### src/rtl/rstctl_pkg.sv
package rstctl_pkg;

    typedef enum logic [2:0] {
        ST_HOLD  = 3'd0,
        ST_INIT  = 3'd1,
        ST_FETCH = 3'd2,
        ST_LOAD  = 3'd3,
        ST_RUN   = 3'd4
    } seq_state_e;

    // Encoding shared with the watchdog type input: 0 power-on, 1 manual.
    typedef enum logic {
        KIND_POR = 1'b0,
        KIND_MAN = 1'b1
    } rst_kind_e;

    localparam int FLAG_W       = 3;
    localparam int FLAG_TRACE   = 0;
    localparam int FLAG_EXT_IM  = 1;
    localparam int FLAG_CC_IM   = 2;

    function automatic logic [FLAG_W-1:0] reset_flags();
        logic [FLAG_W-1:0] f;
        f              = '0;
        f[FLAG_TRACE]  = 1'b0;
        f[FLAG_EXT_IM] = 1'b1;
        f[FLAG_CC_IM]  = 1'b1;
        return f;
    endfunction

endpackage

### src/rtl/rstctl_pinqual.sv
module rstctl_pinqual #(
    parameter int MIN_LOW = 20
) (
    input  logic clk,
    input  logic pin_n,
    output logic qual
);
    localparam int CW = (MIN_LOW > 2) ? $clog2(MIN_LOW) : 1;
    localparam logic [CW-1:0] CMAX = CW'(MIN_LOW - 1);

    logic [1:0]    sync_q;
    logic [CW-1:0] low_cnt;
    logic          pin_s;

    assign pin_s = sync_q[1];

    always_ff @(posedge clk) begin
        sync_q <= {sync_q[0], pin_n};
    end

    // Counts consecutive low samples; restarts on any high sample.
    always_ff @(posedge clk) begin
        if (pin_s) begin
            low_cnt <= '0;
        end else if (low_cnt != CMAX) begin
            low_cnt <= low_cnt + 1'b1;
        end
    end

    assign qual = !pin_s && (low_cnt == CMAX);

endmodule

### src/rtl/rstctl_arb.sv
module rstctl_arb
    import rstctl_pkg::*;
(
    input  logic clk,
    input  logic por_q,
    input  logic man_q,
    input  logic wdt_req,
    input  logic wdt_type,
    input  logic mre_we,
    input  logic mre_wd,
    input  logic clr_en,
    input  logic wr_ok,
    output logic src_por,
    output logic src_man
);
    logic mre_q;
    logic wdt_por;
    logic wdt_man;

    // Enable bit: cleared only under a power-on reset, written only while running.
    always_ff @(posedge clk) begin
        if (clr_en) begin
            mre_q <= 1'b0;
        end else if (mre_we && wr_ok) begin
            mre_q <= mre_wd;
        end
    end

    assign wdt_por = wdt_req && (rst_kind_e'(wdt_type) == KIND_POR);
    assign wdt_man = wdt_req && (rst_kind_e'(wdt_type) == KIND_MAN);

    assign src_por = por_q || wdt_por;
    assign src_man = (man_q && mre_q) || wdt_man;

endmodule

### src/rtl/rstctl_seq.sv
module rstctl_seq
    import rstctl_pkg::*;
#(
    parameter int DW = 24
) (
    input  logic              clk,
    input  logic              src_por,
    input  logic              src_man,
    input  logic              vec_ack,
    input  logic [DW-1:0]     vec_data,
    output logic              rst_full,
    output logic              rst_part,
    output logic              vec_req,
    output logic              pc_load,
    output logic [DW-1:0]     pc_value,
    output logic [FLAG_W-1:0] flags_init,
    output logic              cpu_run
);
    seq_state_e state_q, state_d;
    rst_kind_e  kind_q,  kind_d;
    logic       any_src;
    logic       in_rst;

    assign any_src = src_por || src_man;

    always_comb begin
        state_d = state_q;
        unique case (state_q)
            ST_HOLD:  state_d = any_src ? ST_HOLD : ST_INIT;
            ST_INIT:  state_d = any_src ? ST_HOLD : ST_FETCH;
            ST_FETCH: begin
                if (any_src)      state_d = ST_HOLD;
                else if (vec_ack) state_d = ST_LOAD;
            end
            ST_LOAD:  state_d = any_src ? ST_HOLD : ST_RUN;
            ST_RUN:   state_d = any_src ? ST_HOLD : ST_RUN;
            default:  state_d = ST_HOLD;
        endcase
    end

    // Kind: fresh choice from running; sticky upgrade to power-on inside a sequence.
    always_comb begin
        kind_d = kind_q;
        if (any_src) begin
            if (state_q == ST_RUN || state_q == ST_LOAD) begin
                kind_d = src_por ? KIND_POR : KIND_MAN;
            end else begin
                kind_d = (src_por || kind_q == KIND_POR) ? KIND_POR : KIND_MAN;
            end
        end
    end

    always_ff @(posedge clk) begin
        state_q <= state_d;
        kind_q  <= kind_d;
        if (state_q == ST_FETCH && vec_ack && !any_src) begin
            pc_value <= vec_data;
        end
    end

    assign in_rst = (state_q == ST_HOLD) || (state_q == ST_INIT) ||
                    (state_q == ST_FETCH);

    always_comb begin
        rst_part   = in_rst;
        rst_full   = in_rst && (kind_q == KIND_POR);
        vec_req    = 1'b0;
        pc_load    = 1'b0;
        flags_init = '0;
        cpu_run    = 1'b0;
        unique case (state_q)
            ST_HOLD:  ;
            ST_INIT:  ;
            ST_FETCH: vec_req = 1'b1;
            ST_LOAD: begin
                pc_load    = 1'b1;
                flags_init = reset_flags();
            end
            ST_RUN:   cpu_run = 1'b1;
            default:  ;
        endcase
    end

endmodule

### src/rtl/rstctl_top.sv
module rstctl_top
    import rstctl_pkg::*;
#(
    parameter int          MIN_LOW  = 20,
    parameter int          AW       = 24,
    parameter int          DW       = 24,
    parameter logic [AW-1:0] VEC_ADDR = '0
) (
    input  logic              clk,
    input  logic              por_pin_n,
    input  logic              man_pin_n,
    input  logic              mre_we,
    input  logic              mre_wd,
    input  logic              wdt_req,
    input  logic              wdt_type,
    output logic              vec_req,
    output logic [AW-1:0]     vec_addr,
    input  logic              vec_ack,
    input  logic [DW-1:0]     vec_data,
    output logic              rst_full,
    output logic              rst_part,
    output logic              pc_load,
    output logic [DW-1:0]     pc_value,
    output logic [FLAG_W-1:0] flags_init,
    output logic              cpu_run
);
    localparam int NPIN    = 2;
    localparam int PIN_POR = 0;
    localparam int PIN_MAN = 1;

    logic [NPIN-1:0] pins_n;
    logic [NPIN-1:0] pin_qual;
    logic            src_por;
    logic            src_man;

    assign pins_n[PIN_POR] = por_pin_n;
    assign pins_n[PIN_MAN] = man_pin_n;

    for (genvar g = 0; g < NPIN; g++) begin : g_pin
        rstctl_pinqual #(.MIN_LOW(MIN_LOW)) u_qual (
            .clk   (clk),
            .pin_n (pins_n[g]),
            .qual  (pin_qual[g])
        );
    end

    rstctl_arb u_arb (
        .clk      (clk),
        .por_q    (pin_qual[PIN_POR]),
        .man_q    (pin_qual[PIN_MAN]),
        .wdt_req  (wdt_req),
        .wdt_type (wdt_type),
        .mre_we   (mre_we),
        .mre_wd   (mre_wd),
        .clr_en   (rst_full),
        .wr_ok    (cpu_run),
        .src_por  (src_por),
        .src_man  (src_man)
    );

    rstctl_seq #(.DW(DW)) u_seq (
        .clk        (clk),
        .src_por    (src_por),
        .src_man    (src_man),
        .vec_ack    (vec_ack),
        .vec_data   (vec_data),
        .rst_full   (rst_full),
        .rst_part   (rst_part),
        .vec_req    (vec_req),
        .pc_load    (pc_load),
        .pc_value   (pc_value),
        .flags_init (flags_init),
        .cpu_run    (cpu_run)
    );

    assign vec_addr = VEC_ADDR;

endmodule

### config.mk
export PLATFORM = sky130hd
export DESIGN_NAME = rstctl_top
export DESIGN_NICKNAME = d
export VERILOG_FILES = /design/src/rtl/rstctl_pkg.sv /design/src/rtl/rstctl_pinqual.sv /design/src/rtl/rstctl_arb.sv /design/src/rtl/rstctl_seq.sv /design/src/rtl/rstctl_top.sv
export SDC_FILE = /design/constraint.sdc
export NUM_CORES = 1
export LEC_CHECK = 0
export ABC_CLOCK_PERIOD_IN_PS = 5100
export BUFFER_PORTS_ARGS = -buffer_cell sky130_fd_sc_hd__buf_2
export CORE_MARGIN = 3
export CORE_UTILIZATION = 40
export CTS_BUF_LIST = sky130_fd_sc_hd__clkbuf_16
export DETAILED_ROUTE_END_ITERATION = 10
export PLACE_DENSITY = 0.74
export SYNTH_ARGS = -nofsm -noshare
export SYNTH_HDL_FRONTEND = slang
export SYNTH_SLANG_ARGS = --single-unit
### constraint.sdc
create_clock -name clk -period 5.1 [get_ports clk]
set_clock_uncertainty 0.05 [all_clocks]
set_input_delay 0.255 -clock clk [delete_from_list [all_inputs] [get_ports clk]]
set_output_delay 0.255 -clock clk [all_outputs]
set_load 0.05 [all_outputs]
; Word-level counts from Yosys, hierarchy flattened
; Index checks and enable logic that the tools add are counted.
[word_totals]
register_bits = 43
latchBits = 0
ramBits = 0
romBits = 0
input_bits = 32
output_inout_bits = 56
mem_count = 0
[op_classes]
add_sub_neg = 2
n_mul = 0
div = 0
order_cmp = 0
eq_ne = 9
n_shift = 0
muxes = 13
n_bitwise = 2
n_reduce_logical = 21
[op_table]
columns = op, n
row1 = $mux W3, 4
row2 = $pmux W3 S4, 1
row3 = $add A5 B1 Y5 const B, 2
row4 = $eq A5 B5 Y1 const B, 2
row5 = $ne A5 B5 Y1 const B, 2
row6 = $logic_and A1 B1 Y1, 9
row7 = $logic_or A1 B1 Y1, 7
row8 = $mux W1, 7
row9 = $eq A3 B2 Y1 const B, 2
row10 = $eq A3 B1 Y1 const B, 1
row11 = $eq A3 B3 Y1 const B, 1
row12 = $logic_not A1 Y1, 3
row13 = $logic_not A3 Y1, 1
row14 = $ne A3 B2 Y1 const B, 1
row15 = $mux W2, 1
row16 = $not A1 Y1, 2
row17 = $reduce_or A2 Y1, 1

; Logic depth before layout (Yosys ltp)
[depth]
word_depth = 7
ltp_mapped = 4
depth_no_buf = 4

; Hierarchy
; A second synthesis with hierarchy kept.
[unflattened]
hier_cells = 135
area_unflattened_um2 = 1818.0
[modules_own_cells]
columns = module, instances, cells_each, area_each_um2
row1 = rstctl_seq, 1, 51, 974.7
row2 = rstctl_pinqual, 2, 26, 297.8
row3 = rstctl_top, 1, 25, 183.9
row4 = rstctl_arb, 1, 7, 63.8

; Worst setup path before layout
; No wires, ideal clock.
[synth_path]
kind = register to register
startpoint = register u_seq.state_q[2]
endpoint = register u_seq.pc_value[0], enable pin
setup_ns = 0.405
t_arrival_ns = 2.959
slack_ns = 1.686
stages_incl_launch_ff = 4
n_path_buf = 0
synth_period_minus_slack_ns = 3.414
cell_sequence = edfxtp_1 > nor3b_1 > nand3b_1 > nor2_1
[synth_between]
elab_chain_cells = 3
[synth_rtl]
columns = item, line_no
row1 = "start, declared", rstctl_seq.sv:19  ; seq_state_e state_q, state_d;
row2 = "start signal, assigned", rstctl_seq.sv:54  ; state_q <= state_d;
row3 = $eq A3 B2 Y1, rstctl_seq.sv:56  ; if (state_q == ST_FETCH && vec_ack && !any_src) begin
row4 = $logic_and A1 B1 Y1 (2 in a row), rstctl_seq.sv:56
row5 = "end signal, assigned", rstctl_seq.sv:57  ; pc_value <= vec_data;
row6 = "end, declared", rstctl_seq.sv:15  ; output logic [DW-1:0] pc_value,
; No other way between the ends.
; A chain may end at the register's enable or synchronous reset.

; Worst setup path after layout
[layout_path]
startpoint = register g_pin[0].u_qual.low_cnt[0]
endpoint = register u_seq.pc_value[20], enable pin
[layout_between]
elab_chain_cells = 6
[layout_rtl]
columns = item, line_no
row1 = "start, declared", rstctl_pinqual.sv:12  ; logic [CW-1:0] low_cnt;
row2 = "start signal, assigned", rstctl_pinqual.sv:26  ; low_cnt <= low_cnt + 1'b1;
row3 = $eq A5 B5 Y1, rstctl_pinqual.sv:30  ; assign qual = !pin_s && (low_cnt == CMAX);
row4 = $logic_and A1 B1 Y1, rstctl_pinqual.sv:30
row5 = $logic_or A1 B1 Y1, rstctl_arb.sv:32  ; assign src_por = por_q || wdt_por;
row6 = $logic_or A1 B1 Y1, rstctl_seq.sv:24  ; assign any_src = src_por || src_man;
row7 = $logic_not A1 Y1, rstctl_seq.sv:56
row8 = $logic_and A1 B1 Y1, rstctl_seq.sv:56
; No other way between the ends.

==> metrics.cfg <==
[finish]
final_cell_mix = buf_2, edfxtp_1, conb_1, dfxtp_1, nor2_1
fin_nets = 223
diodes = 0
drive_gt1_share_pct = 37.89
final_common_cell = buf_2
final_cell_area_mm2 = 0.002127
syn2layout_area_growth_pct = 25.00

[critical_path]
cp_max_fo = 24
r2r-start = g_pin[0].u_qual.low_cnt[0]
required_ns = 4.94
endpoint_kind = register
startpoint = g_pin[0].u_qual.low_cnt[0]
cp.arrival_ns = 2.27
critPathKind = register to register
start_kind = register

[drt]
firstDrtPassIters = 4
drtAntennaViolNets = 0
drt_iter0_drc = 71
totalWireLength_um = 2895
route.detailed.drc = 0
vias_per_cell = 4.383
wl_per_cell_um = 12.06
vias = 1052

[pwr]
p_per_area_mw_per_mm2 = 465.1
p_sw_uw = 308.8
leakage_uw = 0.0009465
comb_power_share_pct = 22.9
sw_frac_of_total_pct = 31.22
total_power_uw = 989.2
power.share.clock_pct = 33.9
p_int_uw = 680.4
seq_power_share_pct = 43.2
ir_drop_uv = 176.2

[floorplan]
start_util_pct = 41.94
io_pins = 88
fp.coreArea_mm2 = 0.004058
dieArea_mm2 = 0.005073
die_x_um = 71.23
rows = 23
die_y_um = 71.23

[yosys]
seq_area_frac_synth_pct = 67.06
ys_ff_latch = 43
synth_flop_cell = edfxtp_1
netlist_area_mm2 = 0.001702
syn_inst = 123
async_reset_ff_share_pct = 0
synth_warnings = 0
synth_edf_count = 28
synth_cell_types = 28
avgSynthCellArea_um2 = 13.83

[timing]
hold_viol_final = 0
fin_crit_ns = 2.428
rsz0062_at_grt = false
max-slew-margin-rel_pct = 26.73
worst_pin_slew_ns = 1.098
setup_violations = 0
setup_tns_ns = 0
drv_slew = 0
timing.fmax_mhz = 411.8
fin_crit_sh_pct = 47.62

[global_routing]
antenna_found_initial = 0
overflow = 0
grtUsageTotal_pct = 10.95
grtUsageMet3_pct = 4.348
grt_max_degree = 25
gr-usage-met1_pct = 13.14
first_global_vias = 935
grt_pass1_wl_um = 4305
grt.met2_usage_pct = 17.35
top_usage_layer = met2

[worst_hold_path]
hp-class = primary input to register
hp-start = man_pin_n

[cts]
path_clk_slew_ns = 0.05
htreeDepth = 2
clock_sinks = 43
cts.hold.buffers_added = 0
clock_tree.root_cell = clkbuf_16
clk_latency_ns = 0.27
post_cts_buffers = 0
clockBufferDepth = 2
ctsResizeCount = 0
tritoncts = done
cts_made_buffers = 5

[placed_design]
globalplace.congestion = 0.6687
placed_cell_area_mm2 = 0.001964
io_buffers = 62
hpwlAfterDp_um = 2266

[outcome]
status = completed

[flow_run]
drv_cap = 0

cells in the mapped netlist, types with 2 or more instances:
master,number,share of area (%)
nor2_1,9,2.0
edfxtp_1,28,49
nor3_1,4,1.2
ha_1,2,1.5
xnor2_1,2,1.0
mux2i_1,2,1.2
and2_1,2,0.74
nand3_1,4,1.2
inv_1,4,0.88
a21oi_1,3,0.88
buf_4,27,12
dfxtp_1,15,18
xor2_1,6,3.1
worst max-delay path: stages (launching register included):
cell,delay (ns)
dfxtp_1,0.33
ha_1,0.23
and4bb_1,0.28
a32o_2,0.29
nor2_2,0.86
cells by family (layout without fill, tap and decap cells):
| logic type | after synthesis | count (layout) | share of synthesized area (%) |
|---|---|---|---|
| flip-flops | 43 | 43 | 67.06 |
| buffers and inverters | 31 | 74 | 12.79 |
| AND/OR/NAND/NOR | 30 | 30 | 10.59 |
| XOR/XNOR | 8 | 8 | 4.118 |
| AO/OA/AOI/OAI | 6 | 6 | 2.573 |
| adder cells (fa/ha/maj) | 2 | 2 | 1.470 |
| multiplexers | 2 | 2 | 1.177 |
| other | 1 | 25 | 0.2204 |
final timing paths:
| kind | endpoint | slack, ns | cells past startpoint |
|---|---|---|---|
| worst min register to register | g_pin[1].u_qual.sync_q[1] | 0.28 | 0 |
| worst max-delay path | u_seq.pc_value[20] | 2.67 | 4 |
| worst max register to register | u_seq.pc_value[20] | 2.67 | 4 |
| worst min-delay path | g_pin[1].u_qual.sync_q[0] | 0.03 | 1 |
layout make-up:
type	instances	area, µm²
Fill cell	361	1931
Multi-Input combinational cell	73	435.4
Sequential cell	43	1141
Clock inverter	3	37.54
Tap cell	50	62.56
Clock buffer	5	125.1
Inverter	4	15.01
Timing Repair Buffer	62	310.3
power by group through the flow:
stage               clock network [µW]  registers [µW]  logic (µW)
finish                             335             428         226
global route                       360             431         238
CTS                                345             427         228
detailed placement                   0             435         228
global placement                     0             433         226
floorplan                            0             467         164
registers in the layout, summed over array words and instances (netlist names):
name / cells
u_seq.state_q: 3
u_seq.kind_q: 1
u_seq.pc_value: 24
u_arb.mre_q: 1
g_pin.u_qual.sync_q: 4
g_pin.u_qual.low_cnt: 10
per-stage QoR:
step | util (%) | hold WS, ns | instances | setup WS [ns]
final | 52.42 | 0.03120 | 240 | 2.672
after CTS | 52.42 | 0.02425 | 240 | 2.608
after detailed placement | 48.41 | 0.2621 | 232 | 2.620
after global placement | 48.41 | 0.2615 | 232 | 2.688
after global routing | 52.42 | 0.02955 | 240 | 2.488
after floorplan | - | 0.2327 | 147 | 1.686
per-layer routing:
layer / up-vias / part of all wire [%]
met2: 60 / 46
li1: 516 / -
met3: 4 / 11
met5: - / 0
met1: 472 / 42
met4: 0 / 1.4
(Power assumes the default switching activity.)
